## config.mk

```make
export PLATFORM = sky130hd
export DESIGN_NAME = fes_event_status
export DESIGN_NICKNAME = d
export VERILOG_FILES = /design/src/rtl/fes_pkg.sv /design/src/rtl/fes_frame_err.sv /design/src/rtl/fes_bpv_count.sv /design/src/rtl/fes_crc_count.sv /design/src/rtl/fes_event_status.sv
export SDC_FILE = /design/constraint.sdc
export NUM_CORES = 1
export LEC_CHECK = 0
export ABC_AREA = 1
export BUFFER_PORTS_ARGS = -buffer_cell sky130_fd_sc_hd__buf_4
export CAP_MARGIN = 0
export CORE_MARGIN = 10
export CORE_UTILIZATION = 40
export CTS_CLUSTER_DIAMETER = 40
export DETAILED_ROUTE_END_ITERATION = 8
export HOLD_SLACK_MARGIN = 0.06
export MAX_ROUTING_LAYER = met4
export SLEW_MARGIN = 15
export SYNTH_ARGS = -nofsm -noshare
export SYNTH_HDL_FRONTEND = slang
export SYNTH_SLANG_ARGS = --single-unit
```

## constraint.sdc

```tcl
create_clock -name clk -period 3.55 [get_ports clk]
set_input_delay 0 -clock clk [delete_from_list [all_inputs] [get_ports clk]]
set_output_delay 0 -clock clk [all_outputs]
set_load 0.02 [all_outputs]
```

## src/rtl/fes_pkg.sv

```systemverilog
package fes_pkg;
    typedef enum logic [1:0] {
        FE_READY = 2'd0,
        FE_HOLD  = 2'd1,
        FE_PEND  = 2'd2
    } fe_state_e;

    localparam int FE_GROUP_DEF   = 4;
    localparam int HOLD_TICKS_DEF = 96;
    localparam int BPV_WIDTH_DEF  = 9;
    localparam int CRC_WIDTH_DEF  = 3;
endpackage

```

## src/rtl/fes_frame_err.sv

```systemverilog
module fes_frame_err #(
    parameter int GROUP      = fes_pkg::FE_GROUP_DEF,
    parameter int HOLD_TICKS = fes_pkg::HOLD_TICKS_DEF
) (
    input  logic clk,
    input  logic rst_n,
    input  logic ms_tick,
    input  logic err_evt,
    output logic fe_bit
);
    import fes_pkg::*;

    localparam int CW = (GROUP > 1) ? $clog2(GROUP) : 1;
    localparam int TW = $clog2(HOLD_TICKS + 1);

    fe_state_e      state_q, state_d;
    logic [CW-1:0]  grp_q;
    logic [TW-1:0]  tmr_q;
    logic           fe_q;
    logic           group_done, hold_end, fire;

    assign group_done = err_evt && (grp_q == CW'(GROUP - 1));
    assign hold_end   = ms_tick && (tmr_q == TW'(HOLD_TICKS - 1));

    // next state and toggle request
    always_comb begin
        state_d = state_q;
        fire    = 1'b0;
        unique case (state_q)
            FE_READY: begin
                if (group_done) begin
                    fire    = 1'b1;            // fire
                    state_d = FE_HOLD;
                end
            end
            FE_HOLD: begin
                if (hold_end && group_done) begin
                    fire    = 1'b1;            // refire
                    state_d = FE_HOLD;
                end else if (hold_end) begin
                    state_d = FE_READY;        // release
                end else if (group_done) begin
                    state_d = FE_PEND;         // defer
                end
            end
            FE_PEND: begin
                if (hold_end) begin
                    fire    = 1'b1;            // apply
                    state_d = FE_HOLD;
                end
            end
            default: state_d = FE_READY;
        endcase
    end

    // state register
    always_ff @(posedge clk) begin
        if (!rst_n) state_q <= FE_READY;
        else        state_q <= state_d;
    end

    // outputs, group counter and hold-off timer
    always_ff @(posedge clk) begin
        if (!rst_n) begin
            grp_q <= '0;
            tmr_q <= '0;
            fe_q  <= 1'b0;
        end else begin
            if (err_evt)
                grp_q <= group_done ? '0 : grp_q + 1'b1;
            if (fire) begin
                fe_q  <= ~fe_q;
                tmr_q <= '0;
            end else if (ms_tick && state_q != FE_READY) begin
                tmr_q <= tmr_q + 1'b1;
            end
        end
    end

    assign fe_bit = fe_q;

    // assertion support: ticks seen since the last toggle
    logic [TW-1:0] seen_q;
    logic          armed_q;
    always_ff @(posedge clk) begin
        if (!rst_n) begin
            seen_q  <= '0;
            armed_q <= 1'b0;
        end else if (fe_q != fe_bit_prev) begin
            seen_q  <= '0;
            armed_q <= 1'b1;
        end else if (ms_tick && seen_q < TW'(HOLD_TICKS)) begin
            seen_q  <= seen_q + 1'b1;
        end
    end

    logic fe_bit_prev;
    always_ff @(posedge clk) begin
        if (!rst_n) fe_bit_prev <= 1'b0;
        else        fe_bit_prev <= fe_q;
    end

    assert_fe_holdoff_R2: assert property (@(posedge clk) disable iff (!rst_n)
        (armed_q && fe_q != fe_bit_prev) |->
            (int'($past(seen_q)) + int'($past(ms_tick)) >= HOLD_TICKS));

    assert_fe_cause_R1: assert property (@(posedge clk) disable iff (!rst_n)
        !$stable(fe_q) |-> ($past(err_evt) || $past(state_q) == FE_PEND));

    assert_fe_pend_R3: assert property (@(posedge clk) disable iff (!rst_n)
        (state_q == FE_PEND && !ms_tick) |=> (state_q == FE_PEND && $stable(fe_q)));
endmodule

```

## src/rtl/fes_bpv_count.sv

```systemverilog
module fes_bpv_count #(
    parameter int WIDTH = fes_pkg::BPV_WIDTH_DEF
) (
    input  logic       clk,
    input  logic       rst_n,
    input  logic       evt,
    output logic [2:0] top_bits
);
    logic [WIDTH-1:0] cnt_q;

    always_ff @(posedge clk) begin
        if (!rst_n)   cnt_q <= '0;
        else if (evt) cnt_q <= cnt_q + 1'b1;
    end

    assign top_bits = cnt_q[WIDTH-1 -: 3];

    assert_bpv_carry_R4: assert property (@(posedge clk) disable iff (!rst_n)
        !$stable(cnt_q[WIDTH-1]) |-> ($past(evt) && $past(&cnt_q[WIDTH-2:0])));

    assert_bpv_quiet_R5: assert property (@(posedge clk) disable iff (!rst_n)
        !evt |=> $stable(top_bits));
endmodule

```

## src/rtl/fes_crc_count.sv

```systemverilog
module fes_crc_count #(
    parameter int WIDTH = fes_pkg::CRC_WIDTH_DEF
) (
    input  logic             clk,
    input  logic             rst_n,
    input  logic             esf_mode,
    input  logic             evt,
    output logic [WIDTH-1:0] count
);
    logic [WIDTH-1:0] cnt_q;

    always_ff @(posedge clk) begin
        if (!rst_n || !esf_mode) cnt_q <= '0;
        else if (evt)            cnt_q <= cnt_q + 1'b1;
    end

    assign count = cnt_q;

    assert_crc_idle_R7: assert property (@(posedge clk) disable iff (!rst_n)
        !esf_mode |=> (count == '0));

    assert_crc_wrap_R6: assert property (@(posedge clk) disable iff (!rst_n)
        (esf_mode && evt && &count) |=> (count == '0));
endmodule

```

## src/rtl/fes_event_status.sv

```systemverilog
module fes_event_status #(
    parameter int FE_GROUP   = fes_pkg::FE_GROUP_DEF,
    parameter int HOLD_TICKS = fes_pkg::HOLD_TICKS_DEF,
    parameter int BPV_WIDTH  = fes_pkg::BPV_WIDTH_DEF,
    parameter int CRC_WIDTH  = fes_pkg::CRC_WIDTH_DEF
) (
    input  logic                 clk,
    input  logic                 rst_n,
    input  logic                 ms_tick,
    input  logic                 esf_mode,
    input  logic                 fe_err_evt,
    input  logic                 bpv_evt,
    input  logic                 crc_err_evt,
    input  logic                 slip_evt,
    output logic                 fe_status,
    output logic                 bpv_status,
    output logic [1:0]           bpv_sub,
    output logic [CRC_WIDTH-1:0] crc_count,
    output logic                 slip_status
);
    logic [2:0] bpv_top;
    logic       slip_q;

    fes_frame_err #(.GROUP(FE_GROUP), .HOLD_TICKS(HOLD_TICKS)) u_fe (
        .clk(clk), .rst_n(rst_n), .ms_tick(ms_tick),
        .err_evt(fe_err_evt), .fe_bit(fe_status)
    );

    fes_bpv_count #(.WIDTH(BPV_WIDTH)) u_bpv (
        .clk(clk), .rst_n(rst_n), .evt(bpv_evt), .top_bits(bpv_top)
    );

    fes_crc_count #(.WIDTH(CRC_WIDTH)) u_crc (
        .clk(clk), .rst_n(rst_n), .esf_mode(esf_mode),
        .evt(crc_err_evt), .count(crc_count)
    );

    always_ff @(posedge clk) begin
        if (!rst_n)        slip_q <= 1'b0;
        else if (slip_evt) slip_q <= ~slip_q;
    end

    assign bpv_status  = bpv_top[2];
    assign bpv_sub     = bpv_top[1:0];
    assign slip_status = slip_q;

    assert_slip_toggle_R8: assert property (@(posedge clk) disable iff (!rst_n)
        slip_evt |=> (slip_status != $past(slip_status)));

    assert_slip_hold_R8: assert property (@(posedge clk) disable iff (!rst_n)
        !slip_evt |=> $stable(slip_status));
endmodule

```

==> impl_metrics.toml, run 1 <==
[status]
status = "completed"

[floorplanning]
die_w_um = 74.3
core_mm2 = 0.00278
ios = 16
start_util = 0.423
rows = 19
die_h_um = 74.3
die_area_mm2 = 0.00551

[place]
portBuffers = 15
gp_congestion = 0.781
dp_hpwl_mm = 1.69
dp_cells = 198
placed_area_mm2 = 0.00130

[power_and_ir_drop]
leakage_uw = 0.000577
vdd_drop_max_uv = 313
powerDensity_mw_per_mm2 = 337
power.total_uw = 480

[global_routing]
grt_use_total = 0.0943
grt_max_degree = 16
overflow = 0
antenna_found_initial = 0
grt_pass1_vias = 1029
grt_pass1_wl_mm = 4.13

[critical_path]
regToRegStartpoint = "u_crc.count[0]$_SDFFE_PP0P_"
crit_chain = "ha_1 > inv_1 > a211oi_1 > dlygate4sd3_1"
r2r_cells = 4
r2r-end = "u_crc.count[1]$_SDFFE_PP0P_"
worstPathArrival_ns = 1.77
crit_path_start = "u_crc.count[0]$_SDFFE_PP0P_"
cp-endpoint = "u_crc.count[1]$_SDFFE_PP0P_"
critPathKind = "reg -> reg"
endpoint_kind = "flip-flop"
cp_max_fo = 3
cp.required_ns = 3.82
worstSetupStartpointType = "flip-flop"
slowest_stage = "dlygate4sd3_1"
slowest_delay_ns = 0.57
ff2ff_setup_slack_ns = 2.05

[drt]
vias = 985
drt_iter0_drc = 45
wl_per_cell_um = 10.3
routed_wl_mm = 2.17
ant_nets = 0
viasPerCell = 4.67
drcViolationCount = 0
drt_pass1_iterations = 4

[logic_synthesis]
syn_nets = 167
synthesis.area_mm2 = 0.00118
yosysSeqAreaShare = 0.425
ys_warn_count = 0
syn_inst = 155
postSynthAreaPerCell_um2 = 7.60
yosysUniqueCellTypes = 23
yosys_register_bits = 25

[cts]
numCtsBuffers = 3
cts_root_buf = "clkbuf_4"
path_clk_slew_ns = 0.14
cts_tree = "built"
cts_sinks = 25
htree_levels = 1
clk-insertion-delay-late_ns = 0.32
cts_resized = 0
cts.path.max_buffers = 2

[sta]
post-route-period-util = 0.421
worstMarginPinSlew_ns = 0.228
rsz0062_at_grt = "no"
max_freq_mhz = 668
fin_tns_setup_ns = 0
whs_ns = 0.482
drv_slew = 0
period_needed_ns = 1.50
max_slew_margin = 0.848
fin_skew_ns = 0.00339
hold_viol = 0
setup_viol = 0

[layout]
instances_no_fill = 211
area_delta_synth_final_pct = 20.8
fin_area_mm2 = 0.00142
drive_gt1_frac = 0.183
multi_input_area_um2 = 583
diodes = 0
fillers = 268
final_nets = 193
regArea_um2 = 500

[flow_run]
maxCapViolCount = 0

[min_path]
hp-class = "in -> reg"
-- cell usage in the layout, fill, tap and decap left out --
cell           netlist  routed
xnor2_1              6       6
inv_2                2       2
clkinvlp_4           0       1
nor2_1              24      24
nand3_2              2       2
nand4_2              1       1
nand3_1              5       5
buf_4                2      15
nor2_4               2       2
nand4_1              3       3
nand2_1             32      32
dlygate4sd3_1        0       9
a21oi_1             10      10
nand2_2              3       3
nor3_1               4       4
a211oi_1             1       1
o21ai_0              3       3
nor2_2               4       4
nor3b_1              1       1
o21ai_1              2       2
ha_1                 4       4
dfxtp_1             25      25
clkbuf_4             0       3
xor2_1               2       2
inv_1               16      16
-- cells in the mapped netlist --
master | number | area share
a211oi_1 | 1 | 0.0064
a21oi_1 | 10 | 0.043
buf_4 | 2 | 0.013
buf_6 | 1 | 0.0096
dfxtp_1 | 25 | 0.43
ha_1 | 4 | 0.043
inv_1 | 16 | 0.051
inv_2 | 2 | 0.0064
nand2_1 | 32 | 0.10
nand2_2 | 3 | 0.016
nand3_1 | 5 | 0.021
nand3_2 | 2 | 0.017
nand4_1 | 3 | 0.016
nand4_2 | 1 | 0.011
nor2_1 | 24 | 0.077
nor2_2 | 4 | 0.021
nor2_4 | 2 | 0.019
nor3_1 | 4 | 0.017
nor3b_1 | 1 | 0.0064
o21ai_0 | 3 | 0.013
o21ai_1 | 2 | 0.0085
xnor2_1 | 6 | 0.045
xor2_1 | 2 | 0.015
-- report_power, final --
group | internal [µW] | switching, µW | leakage (µW)
logic | 27.3 | 26.7 | 0.000360
registers | 289 | 6.00 | 0.000203
clock network | 43.0 | 87.7 | 0.0000139
total | 359 | 120 | 0.000577
-- area by class of cell --
cell class                 count  share of cell area
clock buffer                   3              0.0158
timing repair buffer          24               0.142
inverter                      18              0.0475
tap                           31              0.0273
multi-input combinational    109               0.410
clock inverter                 1             0.00528
sequential                    25               0.352
-- critical path: cells and delay by family, from the launching register on --
family,cells,cell delay (ns)
AO/OA/AOI/OAI,1,0.18
flip-flops,1,0.37
buffers and inverters,2,0.61
adder cells (fa/ha/maj),1,0.29
-- timing repair --
item	CTS	global route
hold buffers	9	0
hold endpoints to repair	17	0
buffers inserted	0	0
-- registers in the layout, indices dropped and copies added (netlist names) --
name          cells
slip_status       1
u_fe.state_q      2
u_fe.grp_q        2
u_fe.fe_bit       1
u_crc.count       3
u_bpv.cnt_q       9
u_fe.tmr_q        7
-- layer usage --
metal / routed length [µm] / track usage / vias up
li1: - / - / 541
met1: 928 / 0.0903 / 434
met2: 1140 / 0.176 / 8
met3: 84 / 0.0319 / 2
met4: 16 / 0.0244 / 0
met5: 0 / - / -
-- cell families (layout without fill, tap and decap cells) --
kind of cell / after synthesis / in the layout / share of synthesized area
xor+xnor: 8 / 8 / 0.0595
buf+inv: 21 / 46 / 0.0797
flops: 25 / 25 / 0.425
fa+ha+maj: 4 / 4 / 0.0425
simple gates: 81 / 81 / 0.323
compound gates: 16 / 16 / 0.0701
-- metrics by stage --
| step | util | setup slack [ns] |
|---|---|---|
| floorplan | - | 2.39 |
| CTS | 0.511 | 2.05 |
| global placement | 0.468 | 2.31 |
| global route | 0.511 | 1.97 |
| finish | 0.511 | 2.05 |
| detailed placement | 0.468 | 2.25 |
-- worst min-delay path by stage --
stage               slack (ns)  cells after the start        from                     endpoint
floorplan                 0.09                      1  fe_err_evt   u_fe.grp_q[1]$_SDFFE_PN0P_
global placement          0.21                      2  fe_err_evt   u_fe.grp_q[1]$_SDFFE_PN0P_
CTS                       0.46                      4    slip_evt     slip_status$_SDFFE_PN0P_
detailed placement        0.22                      2  fe_err_evt   u_fe.grp_q[1]$_SDFFE_PN0P_
global route              0.51                      4     bpv_evt  u_bpv.cnt_q[0]$_SDFFE_PN0P_
finish                    0.48                      4    slip_evt     slip_status$_SDFFE_PN0P_
Note: power is estimated with default switching activity, not from simulation.
==> run 2, diff against run 1 <==
- clock period: 3.55 -> 1.3 ns (I/O delays scaled with it)
==> run 2 against run 1 <==
- maximum frequency grew 23%
- setup slack lost 2.0 ns
- die area is the same
- wire length grew 2.0%
- register-to-register slack lost 2.0 ns
- flip-flop and latch count is the same
- worst hold slack lost 0.057 ns
- largest power group unchanged
==> impl_metrics.toml, run 2 (synthesis gave the netlist of run 1 again) <==
[power_and_ir_drop]
leakage_uw = 0.000583
swShare = 0.236
p_clk_frac = 0.261
power_frac_comb = 0.110
seq_power_share = 0.629
p_sw_uw = 303
vdd_drop_max_uv = 627
powerDensity_mw_per_mm2 = 892
p_int_uw = 979
power.total_uw = 1280

[sta]
setup_viol = 0
max_slew_margin = 0.850
max_freq_mhz = 821
worstMarginPinSlew_ns = 0.224
period_needed_ns = 1.22
hold_viol = 0
fin_ws_ns = 0.0819
post-route-period-util = 0.937
fin_skew_ns = 0.00700
drv_slew = 0

[cts]
cts.path.max_buffers = 2
cts_tree = "built"
htree_levels = 1
numCtsBuffers = 3
cts_sinks = 25
clk-insertion-delay-late_ns = 0.31
path_clk_slew_ns = 0.13
cts_root_buf = "clkbuf_4"

[layout]
diodes = 0
final_common_cell = "nand2_1"
largest_reg_flops = 9
area_delta_synth_final_pct = 22.1
fin_area_mm2 = 0.00144
largest_register = "u_bpv.cnt_q"
drive_gt1_frac = 0.227
final_nets = 194
instances_no_fill = 212
layout_common_cells = "30 x nand2_1, 24 x nor2_1, 22 x dfxtp_1"

[critical_path]
crit_chain = "ha_2 > inv_1 > nor2_2 > nand2_2 > nand2_2 > nand2_2 > nand2_4 > a21oi_1"
worstPathArrival_ns = 1.42
cp_common_cell = "nand2_2"
regToRegStartpoint = "u_fe.tmr_q[0]$_SDFFE_PP0P_"
path_delay_family = "simple AND/OR/NAND/NOR gates"
ff2ff_setup_slack_ns = 0.08
endpoint_kind = "flip-flop"
cp.required_ns = 1.50
critPathKind = "reg -> reg"
worstSetupStartpointType = "flip-flop"
cp_max_fo = 7
r2r-end = "u_fe.tmr_q[1]$_SDFFE_PP0P_"
slowest_delay_ns = 0.37
r2r_cells = 8
slowest_stage = "dfxtp_2"
path_buf_inv = 1

[place]
dp_cells = 200
dp_hpwl_mm = 1.72
portBuffers = 15
placed_area_mm2 = 0.00132
gp_congestion = 0.778
dp_slack_ns = 0.0171

[min_path]
hp-class = "in -> reg"
hold_path_depth = 3
hold_start = "fe_err_evt"
min_to = "u_fe.grp_q[1]$_SDFFE_PN0P_"

[global_routing]
antenna_found_initial = 0
grt_pass1_vias = 921
overflow = 0
grt_pass1_wl_mm = 3.79
grt_max_degree = 14
grt_use_total = 0.0858

[drt]
ant_nets = 0
drt-met1-wl_um = 984
wl_met3_um = 62
viasPerCell = 4.77
maxUsedRoutingLayer = "met4"
wl_met2_mm = 1.15
drt_pass1_iterations = 4
routed_wl_mm = 2.21
drt_iter0_drc = 22
drcViolationCount = 0
wl_per_cell_um = 10.4
vias = 1011

[floorplanning]
die_w_um = 74.3
core_mm2 = 0.00278
rows = 19
start_util = 0.423
ios = 16
die_h_um = 74.3
die_area_mm2 = 0.00551

[flow_run]
maxCapViolCount = 0

[status]
status = "completed"
## run 2: changes by cell type in the layout (fill, tap and decap cells not counted), sizes merged
| cell | before | now |
|---|---|---|
| buf | 15 | 18 |
| clkbuf | 3 | 4 |
| dlygate4sd3 | 9 | 7 |
| clkinvlp | 1 | 0 |
## run 2: layer usage
metal,GRT usage,up-vias
met1,0.0983,455
li1,-,542
met3,0.0173,2
met5,-,-
met4,0.0366,0
met2,0.142,12
## run 2: power groups by stage
stage	Combinational [µW]	Sequential, µW	Clock [µW]
3_3_place_gp	121	820	0
4_1_cts	144	805	356
5_1_grt	159	809	381
3_5_place_dp	125	822	0
6_report	142	806	335
2_1_floorplan	70.6	828	0
## run 2: what timing repair did
action                                  in CTS  in global routing
endpoints found under the setup margin       5                 11
hold endpoints to repair                    22                  0
cloned                                       0                  0
hold buffers                                 7                  0
gates resized for setup                      1                  6
pin swaps                                    0                  2
buffers inserted                             0                  1
## run 2: worst reg2reg max path: cells and delay by family (launching register included)
family / cells / cell delay (ns)
and+or+nand+nor: 5 / 0.46
adders and majority gates: 1 / 0.18
buffers and inverters: 1 / 0.05
DFF: 1 / 0.37
AOI/OAI and AO/OA: 1 / 0.06
## run 2: worst max-delay path by stage
| stage | startpoint | endpoint | slack (ns) | depth (start not counted) |
|---|---|---|---|---|
| floorplan | u_fe.tmr_q[0]$_SDFFE_PP0P_ | u_fe.tmr_q[4]$_SDFFE_PP0P_ | 0.14 | 8 |
| global placement | u_fe.tmr_q[0]$_SDFFE_PP0P_ | u_fe.tmr_q[4]$_SDFFE_PP0P_ | 0.06 | 8 |
| detailed placement | u_fe.tmr_q[1]$_SDFFE_PP0P_ | u_fe.tmr_q[5]$_SDFFE_PP0P_ | 0.02 | 8 |
| CTS | u_fe.tmr_q[0]$_SDFFE_PP0P_ | u_fe.tmr_q[1]$_SDFFE_PP0P_ | 0.02 | 8 |
| global route | u_fe.tmr_q[0]$_SDFFE_PP0P_ | u_fe.tmr_q[1]$_SDFFE_PP0P_ | -0.02 | 8 |
| finish | u_fe.tmr_q[0]$_SDFFE_PP0P_ | u_fe.tmr_q[1]$_SDFFE_PP0P_ | 0.08 | 8 |
## run 2: area by class of cell
| type | instances | area [µm²] |
|---|---|---|
| Clock buffer | 4 | 26.3 |
| Fill cell | 279 | 1340 |
| Inverter | 18 | 67.6 |
| Multi-Input combinational cell | 109 | 596 |
| Sequential cell | 25 | 504 |
| Tap cell | 31 | 38.8 |
| Timing Repair Buffer | 25 | 205 |
## run 2: metrics by stage
step,TNS (ns),utilization,hold WS [ns]
2_1_floorplan,0,-,0.0935
3_3_place_gp,0,0.474,0.212
3_5_place_dp,0,0.474,0.218
5_1_grt,-0.0229,0.517,0.433
6_report,0,0.517,0.425
4_1_cts,0,0.510,0.408
